$ cat src/rtl/can_err_pkg.sv
package can_err_pkg;
   // register map (byte addresses on the host bus)
   localparam int unsigned ERR_ADDR_FLAG = 0;
   localparam int unsigned ERR_ADDR_EN   = 1;
   localparam int unsigned ERR_ADDR_CODE = 2;
   localparam int unsigned ERR_ADDR_TXC  = 3;
   localparam int unsigned ERR_ADDR_RXC  = 4;

   // flag bit positions
   localparam int unsigned FLG_BUS_ERR  = 0;
   localparam int unsigned FLG_WARN     = 1;
   localparam int unsigned FLG_PASSIVE  = 2;
   localparam int unsigned FLG_BOFF_IN  = 3;
   localparam int unsigned FLG_BOFF_OUT = 4;
   localparam int unsigned FLG_OVERRUN  = 5;
   localparam int unsigned FLG_OVLD     = 6;
   localparam int unsigned FLG_LOCK     = 7;

   // code store mode bit position
   localparam int unsigned CODE_MODE_BIT = 7;
endpackage

$ cat src/rtl/can_err_w0c_reg.sv
// Sticky bit register: events set bits, a host write clears bits written 0.
// Set has priority over clear in the same cycle.
module can_err_w0c_reg #(
   parameter int W = 8
) (
   input  logic         clk,
   input  logic         rst_n,
   input  logic         clr_we,
   input  logic [W-1:0] clr_keep,
   input  logic [W-1:0] set,
   output logic [W-1:0] q
);
   if (W < 1) begin : g_chk_w
      $error("can_err_w0c_reg: W must be at least 1");
   end

   for (genvar b = 0; b < W; b++) begin : g_bit
      logic keep_b;
      assign keep_b = clr_we ? clr_keep[b] : 1'b1;
      always_ff @(posedge clk or negedge rst_n) begin
         if (!rst_n) q[b] <= 1'b0;
         else        q[b] <= (q[b] & keep_b) | set[b];
      end
   end
endmodule

$ cat src/rtl/can_err_code_store.sv
// Error-code store: a mode bit and CODE_W detail bits.
// Mode 1 accumulates the codes; mode 0 keeps only the latest bus error.
module can_err_code_store #(
   parameter int CODE_W = 7
) (
   input  logic            clk,
   input  logic            rst_n,
   input  logic            wr,
   input  logic [CODE_W:0] wdata,
   input  logic [CODE_W-1:0] ev_code,
   output logic [CODE_W:0] q,
   output logic            captured
);
   if (CODE_W < 1) begin : g_chk_w
      $error("can_err_code_store: CODE_W must be at least 1");
   end

   logic              mode_q;
   logic [CODE_W-1:0] codes_q;
   logic [CODE_W-1:0] keep;
   logic [CODE_W-1:0] kept;
   logic [CODE_W-1:0] codes_n;
   logic              any_ev;

   assign any_ev = |ev_code;
   assign keep   = wr ? wdata[CODE_W-1:0] : {CODE_W{1'b1}};
   assign kept   = codes_q & keep;

   always_comb begin
      if (!any_ev)     codes_n = kept;
      else if (mode_q) codes_n = kept | ev_code;
      else             codes_n = ev_code;
   end

   always_ff @(posedge clk or negedge rst_n) begin
      if (!rst_n) begin
         mode_q  <= 1'b0;
         codes_q <= '0;
      end else begin
         if (wr) mode_q <= wdata[CODE_W];
         codes_q <= codes_n;
      end
   end

   assign q        = {mode_q, codes_q};
   assign captured = any_ev;
endmodule

$ cat src/rtl/can_err_regbus.sv
// Byte bus decode and read-back multiplexer.
module can_err_regbus
   import can_err_pkg::*;
#(
   parameter int DATA_W = 8,
   parameter int ADDR_W = 3
) (
   input  logic              reg_wr,
   input  logic [ADDR_W-1:0] reg_addr,
   input  logic [DATA_W-1:0] flag_q,
   input  logic [DATA_W-1:0] en_q,
   input  logic [DATA_W-1:0] code_q,
   input  logic [DATA_W-1:0] tx_cnt,
   input  logic [DATA_W-1:0] rx_cnt,
   output logic              we_flag,
   output logic              we_en,
   output logic              we_code,
   output logic [DATA_W-1:0] rdata
);
   localparam logic [ADDR_W-1:0] A_FLAG = ADDR_W'(ERR_ADDR_FLAG);
   localparam logic [ADDR_W-1:0] A_EN   = ADDR_W'(ERR_ADDR_EN);
   localparam logic [ADDR_W-1:0] A_CODE = ADDR_W'(ERR_ADDR_CODE);
   localparam logic [ADDR_W-1:0] A_TXC  = ADDR_W'(ERR_ADDR_TXC);
   localparam logic [ADDR_W-1:0] A_RXC  = ADDR_W'(ERR_ADDR_RXC);

   assign we_flag = reg_wr && (reg_addr == A_FLAG);
   assign we_en   = reg_wr && (reg_addr == A_EN);
   assign we_code = reg_wr && (reg_addr == A_CODE);

   always_comb begin
      unique case (reg_addr)
         A_FLAG:  rdata = flag_q;
         A_EN:    rdata = en_q;
         A_CODE:  rdata = code_q;
         A_TXC:   rdata = tx_cnt;
         A_RXC:   rdata = rx_cnt;
         default: rdata = '0;
      endcase
   end
endmodule

$ cat src/rtl/can_err_capture.sv
module can_err_capture
   import can_err_pkg::*;
#(
   parameter int DATA_W  = 8,
   parameter int ADDR_W  = 3,
   parameter bit IRQ_REG = 1'b0
) (
   input  logic              clk,
   input  logic              rst_n,
   input  logic [DATA_W-2:0] ev_status,
   input  logic [DATA_W-2:0] ev_code,
   input  logic [DATA_W-1:0] tx_err_cnt,
   input  logic [DATA_W-1:0] rx_err_cnt,
   input  logic              reg_wr,
   input  logic [ADDR_W-1:0] reg_addr,
   input  logic [DATA_W-1:0] reg_wdata,
   output logic [DATA_W-1:0] reg_rdata,
   output logic [DATA_W-1:0] flag_q,
   output logic [DATA_W-1:0] code_q,
   output logic              irq
);
   localparam int CODE_W = DATA_W - 1;

   if (DATA_W != 8) begin : g_chk_dw
      $error("can_err_capture: the register layout needs DATA_W == 8");
   end
   if ((1 << ADDR_W) <= ERR_ADDR_RXC) begin : g_chk_aw
      $error("can_err_capture: ADDR_W too small for the register map");
   end

   logic              we_flag, we_en, we_code;
   logic              code_hit;
   logic [DATA_W-1:0] en_q;
   logic [DATA_W-1:0] flag_set;

   can_err_regbus #(.DATA_W(DATA_W), .ADDR_W(ADDR_W)) u_bus (
      .reg_wr  (reg_wr),
      .reg_addr(reg_addr),
      .flag_q  (flag_q),
      .en_q    (en_q),
      .code_q  (code_q),
      .tx_cnt  (tx_err_cnt),
      .rx_cnt  (rx_err_cnt),
      .we_flag (we_flag),
      .we_en   (we_en),
      .we_code (we_code),
      .rdata   (reg_rdata)
   );

   can_err_code_store #(.CODE_W(CODE_W)) u_code (
      .clk     (clk),
      .rst_n   (rst_n),
      .wr      (we_code),
      .wdata   (reg_wdata),
      .ev_code (ev_code),
      .q       (code_q),
      .captured(code_hit)
   );

   assign flag_set = {ev_status, code_hit};

   can_err_w0c_reg #(.W(DATA_W)) u_flag (
      .clk     (clk),
      .rst_n   (rst_n),
      .clr_we  (we_flag),
      .clr_keep(reg_wdata),
      .set     (flag_set),
      .q       (flag_q)
   );

   always_ff @(posedge clk or negedge rst_n) begin
      if (!rst_n)     en_q <= '0;
      else if (we_en) en_q <= reg_wdata;
   end

   if (IRQ_REG) begin : g_irq_reg
      logic irq_r;
      always_ff @(posedge clk or negedge rst_n) begin
         if (!rst_n) irq_r <= 1'b0;
         else        irq_r <= |(flag_q & en_q);
      end
      assign irq = irq_r;
   end else begin : g_irq_comb
      assign irq = |(flag_q & en_q);
   end
endmodule

$ cat config.mk
export PLATFORM = sky130hd
export DESIGN_NAME = can_err_capture
export DESIGN_NICKNAME = d
export VERILOG_FILES = /design/src/rtl/can_err_pkg.sv /design/src/rtl/can_err_w0c_reg.sv /design/src/rtl/can_err_code_store.sv /design/src/rtl/can_err_regbus.sv /design/src/rtl/can_err_capture.sv
export SDC_FILE = /design/constraint.sdc
export NUM_CORES = 1
export LEC_CHECK = 0
export BUFFER_PORTS_ARGS = -buffer_cell sky130_fd_sc_hd__buf_2
export CAP_MARGIN = 20
export CELL_PAD_IN_SITES_DETAIL_PLACEMENT = 1
export CELL_PAD_IN_SITES_GLOBAL_PLACEMENT = 2
export CORE_ASPECT_RATIO = 0.9
export CORE_MARGIN = 3
export CORE_UTILIZATION = 27
export CTS_BUF_LIST = sky130_fd_sc_hd__clkbuf_2
export CTS_CLUSTER_DIAMETER = 120
export CTS_CLUSTER_SIZE = 24
export DETAILED_ROUTE_END_ITERATION = 8
export PLACE_DENSITY_LB_ADDON = 0.1
export REMOVE_ABC_BUFFERS = 1
export SLEW_MARGIN = 20
export SYNTH_ARGS = -nofsm -noshare
export SYNTH_HDL_FRONTEND = slang
export SYNTH_SLANG_ARGS = --single-unit
$ cat constraint.sdc
create_clock -name clk -period 1 [get_ports clk]
set_input_delay 0.05 -clock clk [delete_from_list [all_inputs] [get_ports clk]]
set_output_delay 0.05 -clock clk [all_outputs]
set_load 0.05 [all_outputs]
* Word-level counts from Yosys, hierarchy flattened
Index checks and enable logic that the tools add are counted.
** Storage, ports and cells
- Output and inout bits :: 25
- Register bits :: 24
- Logic and storage cells :: 52
** Cells by class
- Equality and inequality tests :: 4
- Multiplexer cells :: 12
- Bitwise gates (word level) :: 19
- Reductions and logical operators :: 6
** Operator list (count)
- one-hot mux 8 bit (5 select lines) :: 1
- two-way mux 7 bit :: 3
- bitwise AND 1 bit :: 8
- bitwise AND 8 bit :: 1
- two-way mux 1 bit :: 8
- OR 1 bit :: 8
- OR reduction 8 bit :: 1
- bitwise AND 7 bit :: 1
- OR 7 bit :: 1
- OR reduction 7 bit :: 1
- equality test 3 x 2 -> 1 bit, second input constant :: 2
- equality test 3 x 1 -> 1 bit, second input constant :: 1
- equality test 3 bit, second input constant :: 1
- logical AND 1 bit :: 3
- logical NOT 3 bit :: 1

* Logic depth before layout (Yosys ltp)
- Word-level depth :: 7
- Mapped depth :: 5

* By module
A second synthesis with hierarchy kept.
** Second synthesis, totals
- Cell total of the unflattened synthesis :: 121
- Area total of the unflattened synthesis :: 1391.3 µm²
** Modules (own cells, without submodules)
- can_err_regbus :: sequential area each 0.0 µm², instances 1, cells each 46, area an instance 372.9 µm²
- can_err_capture :: sequential area each 200.2 µm², instances 1, cells each 22, area an instance 367.9 µm²
- can_err_code_store :: sequential area each 200.2 µm², instances 1, cells each 29, area an instance 340.3 µm²
- can_err_w0c_reg :: sequential area each 200.2 µm², instances 1, cells each 24, area an instance 310.3 µm²

* Least setup slack after synthesis
Ideal clock, no wire load.
- Kind :: reg-to-output
- Start :: register u_flag.q[6]
- End :: output reg_rdata[6]
- Cell stages (with the launch flop) :: 4
- Data arrival time :: 1.325 ns
- Path slack :: -0.375 ns
- Path buffers :: 0
- Data required time :: 0.950 ns
- Cell sequence :: dfrtp_1 mux2i_1 o21ai_0 o21a_1
** Between the ends
- Cells in the longest elaborated chain, start to end :: 1
** RTL lines
- start, declared :: RTL line can_err_w0c_reg.sv:11 : output logic [W-1:0] q
- start signal, assigned by index :: RTL line can_err_w0c_reg.sv:22 : else q[b] <= (q[b] & keep_b) | set[b];
- one-hot mux 8 bit (5 select lines) :: RTL line can_err_regbus.sv:31 : unique case (reg_addr)
- end, declared :: RTL line can_err_capture.sv:17 : output logic [DATA_W-1:0] reg_rdata,
Every way passes these cells.

* Worst setup path after layout
- Start :: register u_code.codes_q[5]
- End :: output reg_rdata[5]
** Between the ends
- Cells in the longest elaborated chain, start to end :: 1
** RTL lines
- start, declared :: RTL line can_err_code_store.sv:19 : logic [CODE_W-1:0] codes_q;
- start signal, assigned :: RTL line can_err_code_store.sv:41 : codes_q <= codes_n;
- one-hot mux 8 bit (5 select lines) :: RTL line can_err_regbus.sv:31
Every way passes these cells.

==> flow_summary_export.csv <==
group,metric,value,unit
worst_setup_path,start_kind,"flip-flop",
routing,ant_nets,0,
clocking,ctsRootBufferMaster,"clkbuf_2",
logic_synthesis,postSynthRegisterBits,24,
timing,fmax,0.630,GHz
pwr,p_leak,1.24,nW
logic_synthesis,average_instance_area_after_synthesis,10.7,sq um
logic_synthesis,synth_area,1330,sq um
grt,grt.total_usage,18.7,%
worst_setup_path,endpoint_kind,"output port",
worst_setup_path,worst_path_max_delay_cell,"dfrtp_1",
timing,final.setup_skew,0.0275,ns
grt,global_route.overflow_total,0,
worst_setup_path,timing.critical_path.cells,"mux2i_2 > nor2_1 > a211o_1 > buf_6",
min_path,min_path_type,"in -> reg",
clocking,clock_insertion_delay_at_the_later_pin_of_the_skew_report,0.36,ns
layout,num-fill-cells,500,
die,total_die_area,5810,sq um
die,initial_utilization,28.9,%
timing,tightest_slew,0.876,ns
placed_design,finalWeightedCongestion,0.783,
grt,antenna_found_initial,0,
logic_synthesis,ys_seq_area_share,45.1,%
clocking,clkTransAtPathRegs,0.25,ns
die,die_h,72.6,um
routing,first_iter_violations,49,
worst_setup_path,cp_max_fo,2,
clocking,clock_sinks,24,
routing,drt-vias-per-instance,4.66,
logic_synthesis,syn-instance-count,124,
timing,period_minus_slack,1.59,ns
routing,average_wire_per_cell_in_the_routed_design,16.9,um
worst_setup_path,timing_worst_setup_path_type,"reg -> out",
run_status,status,"finished, violations left",
pwr,peakVddDrop,866,uV
worst_setup_path,worst_ep_arrival_time,1.54,ns
worst_setup_path,timing.critical_path.slowest_cell_delay,0.46,ns
layout,area_delta_synth_final,94.7,%
die,placement_rows,23,
layout,final_layout_size_suffix_gt1_share,51.2,%
flow_run,drv.max_cap_violation_count,0,
die,die_width,80.0,um
layout,area.sequential,601,sq um
grt,grt_first_pass_wirelength,8.40,mm
clocking,cts_tree,"built",
die,io-pin-count,69,
run_status,failing_checks,"negative setup slack",
layout,finish.net_count,299,
placed_design,place_inst,278,
timing,report.final.slew_viol_count,0,
timing,timing.final.crit_share,159,%
pwr,power-per-cell-area,1200,nW/um^2
clocking,cts_buffers,3,
die,core-area,4600,sq um
timing,rsz0062_at_grt,"yes",
timing,slew-limit-headroom,41.5,%
timing,worst_slack,-0.588,ns
layout,final_cell_count_no_fill,316,
worst_setup_path,worst_ep_required_time,0.95,ns
timing,setup_viol,34,
placed_design,place.port_buffers,68,
routing,postRouteWirelength,5.34,mm
clocking,htree_num_levels,1,
logic_synthesis,synthDistinctLibCells,24,
layout,multi_input_area,729,sq um
routing,pre_repair_dr_iteration_count,4,
grt,grt_start_max_net_pins,25,
grt,grt_pass1_vias,1665,
logic_synthesis,number_of_warnings_reported_in_the_yosys_synthesis_log,0,
placed_design,post-dp-hpwl,3.84,mm
timing,final-hold-violation-count,0,
routing,dr_total_vias,1474,
clocking,clock_tree.buffer_depth,2,
timing,fin_setup_tns,-8.00,ns
layout,num_antenna_cells,0,
routing,detail_route.drc_violations,0,
==> routing by layer <==
metal  up-vias  global-route usage (%)  wire length, um
li1        714                       -                -
met1       714                    24.8             2370
met2        39                    32.4             2720
met3         7                    2.22              189
met4         0                    4.50               60
met5         -                       0                0
==> Yosys cell counts <==
library cell | count | share of area [%]
a211o_1 | 7 | 4.6
nor3b_4 | 1 | 1.4
nand4_1 | 1 | 0.47
buf_6 | 1 | 0.85
mux2_2 | 9 | 7.6
nand2b_1 | 8 | 3.8
nand3b_1 | 1 | 0.56
nor2_1 | 14 | 3.9
nand4bb_1 | 1 | 0.85
a22oi_1 | 4 | 2.3
mux2i_1 | 16 | 12
buf_4 | 3 | 1.7
or4b_1 | 1 | 0.75
nor4_1 | 1 | 0.47
nand3_1 | 1 | 0.38
or2_2 | 1 | 0.47
a21oi_1 | 1 | 0.38
o21ai_0 | 17 | 6.4
dfrtp_1 | 24 | 45
nor3b_1 | 1 | 0.56
o21a_1 | 1 | 0.56
nor3_1 | 1 | 0.38
clkbuf_1 | 2 | 0.56
o21bai_1 | 7 | 3.9
==> repair_timing <==
| action | CTS | global route |
|---|---|---|
| buffers inserted | 6 | 7 |
| pin swaps | 7 | 5 |
| resized for setup | 86 | 14 |
| setup endpoints to repair | 25 | 34 |
| hold endpoints to repair | 48 | 0 |
| hold buffers | 23 | 0 |
==> registers in the layout, indices dropped and copies added (netlist names) <==
signal / flops
u_code.codes_q: 7
u_flag.q: 8
en_q: 8
u_code.mode_q: 1
==> area by class of cell <==
cell class / instances / share of cell area [%]
clock buffer: 3 / 0.579
clock inverter: 1 / 0.145
multi-input combinational: 94 / 28.1
sequential: 24 / 23.2
tap: 62 / 2.99
timing repair buffer: 132 / 45.0
==> power breakdown <==
group | internal [mW] | switching, mW | total, mW
sequential | 1.09 | 0.125 | 1.22
clock | 0.0868 | 0.308 | 0.395
combinational | 0.760 | 0.731 | 1.49
total | 1.94 | 1.16 | 3.11
==> placed cells by master (no fill, tap or decap), types with 2 or more instances in the layout <==
master / count
nand2b_1: 8
mux2i_2: 3
dlygate4sd3_1: 23
clkbuf_2: 3
a211o_1: 7
buf_6: 32
buf_8: 14
nor2_1: 14
o21bai_1: 7
o21ai_0: 13
mux2_2: 8
a22oi_2: 2
buf_4: 20
mux2i_1: 13
o21ai_1: 3
a22oi_1: 2
dfrtp_1: 24
buf_2: 43
==> worst paths after layout <==
path	depth (start not counted)	slack, ns	end	from
max	4	-0.59	reg_rdata[5]	u_code.codes_q[5]$_DFF_PN0_
min	4	0.08	u_flag.q[0]$_DFF_PN0_	ev_code[6]
max reg2reg	5	-0.08	u_code.codes_q[3]$_DFF_PN0_	u_code.mode_q$_DFFE_PN0N_
min reg2reg	1	0.58	en_q[6]$_DFFE_PN0P_	en_q[6]$_DFFE_PN0P_
max in group asynchronous	2	0.46	en_q[7]$_DFFE_PN0P_	rst_n
min in group asynchronous	2	0.15	u_code.codes_q[4]$_DFF_PN0_	rst_n
==> critical path: cells and delay by family, from the launching register on <==
family / cells / cell delay, ns
flops: 1 / 0.46
compound gates: 1 / 0.28
mux: 1 / 0.21
buf+inv: 1 / 0.16
simple gates: 1 / 0.07
==> cells by family (layout without fill, tap and decap cells) <==
kind of cell / count (synthesis) / in the layout / synth area share, %
muxes: 25 / 25 / 19.6
DFF: 24 / 24 / 45.1
buffers and inverters: 6 / 136 / 3.10
AOI/OAI and AO/OA: 37 / 37 / 18.1
and+or+nand+nor: 32 / 32 / 14.0
==> through the flow <==
step | setup WS (ns) | total power [mW] | hold slack [ns] | utilization, % | cell area, sq um
global route | -0.621 | 3.26 | 0.0656 | 56.3 | 2590
finish | -0.588 | 3.11 | 0.0759 | 56.3 | 2590
global placement | -0.421 | 2.27 | 0.0594 | 42.0 | 1930
detailed placement | -0.477 | 2.30 | 0.0672 | 42.0 | 1930
floorplan | -0.375 | 1.82 | -0.246 | - | 1290
CTS | -0.543 | 3.06 | 0.0376 | 54.7 | 2520
Power figures use the tool's default switching activity.
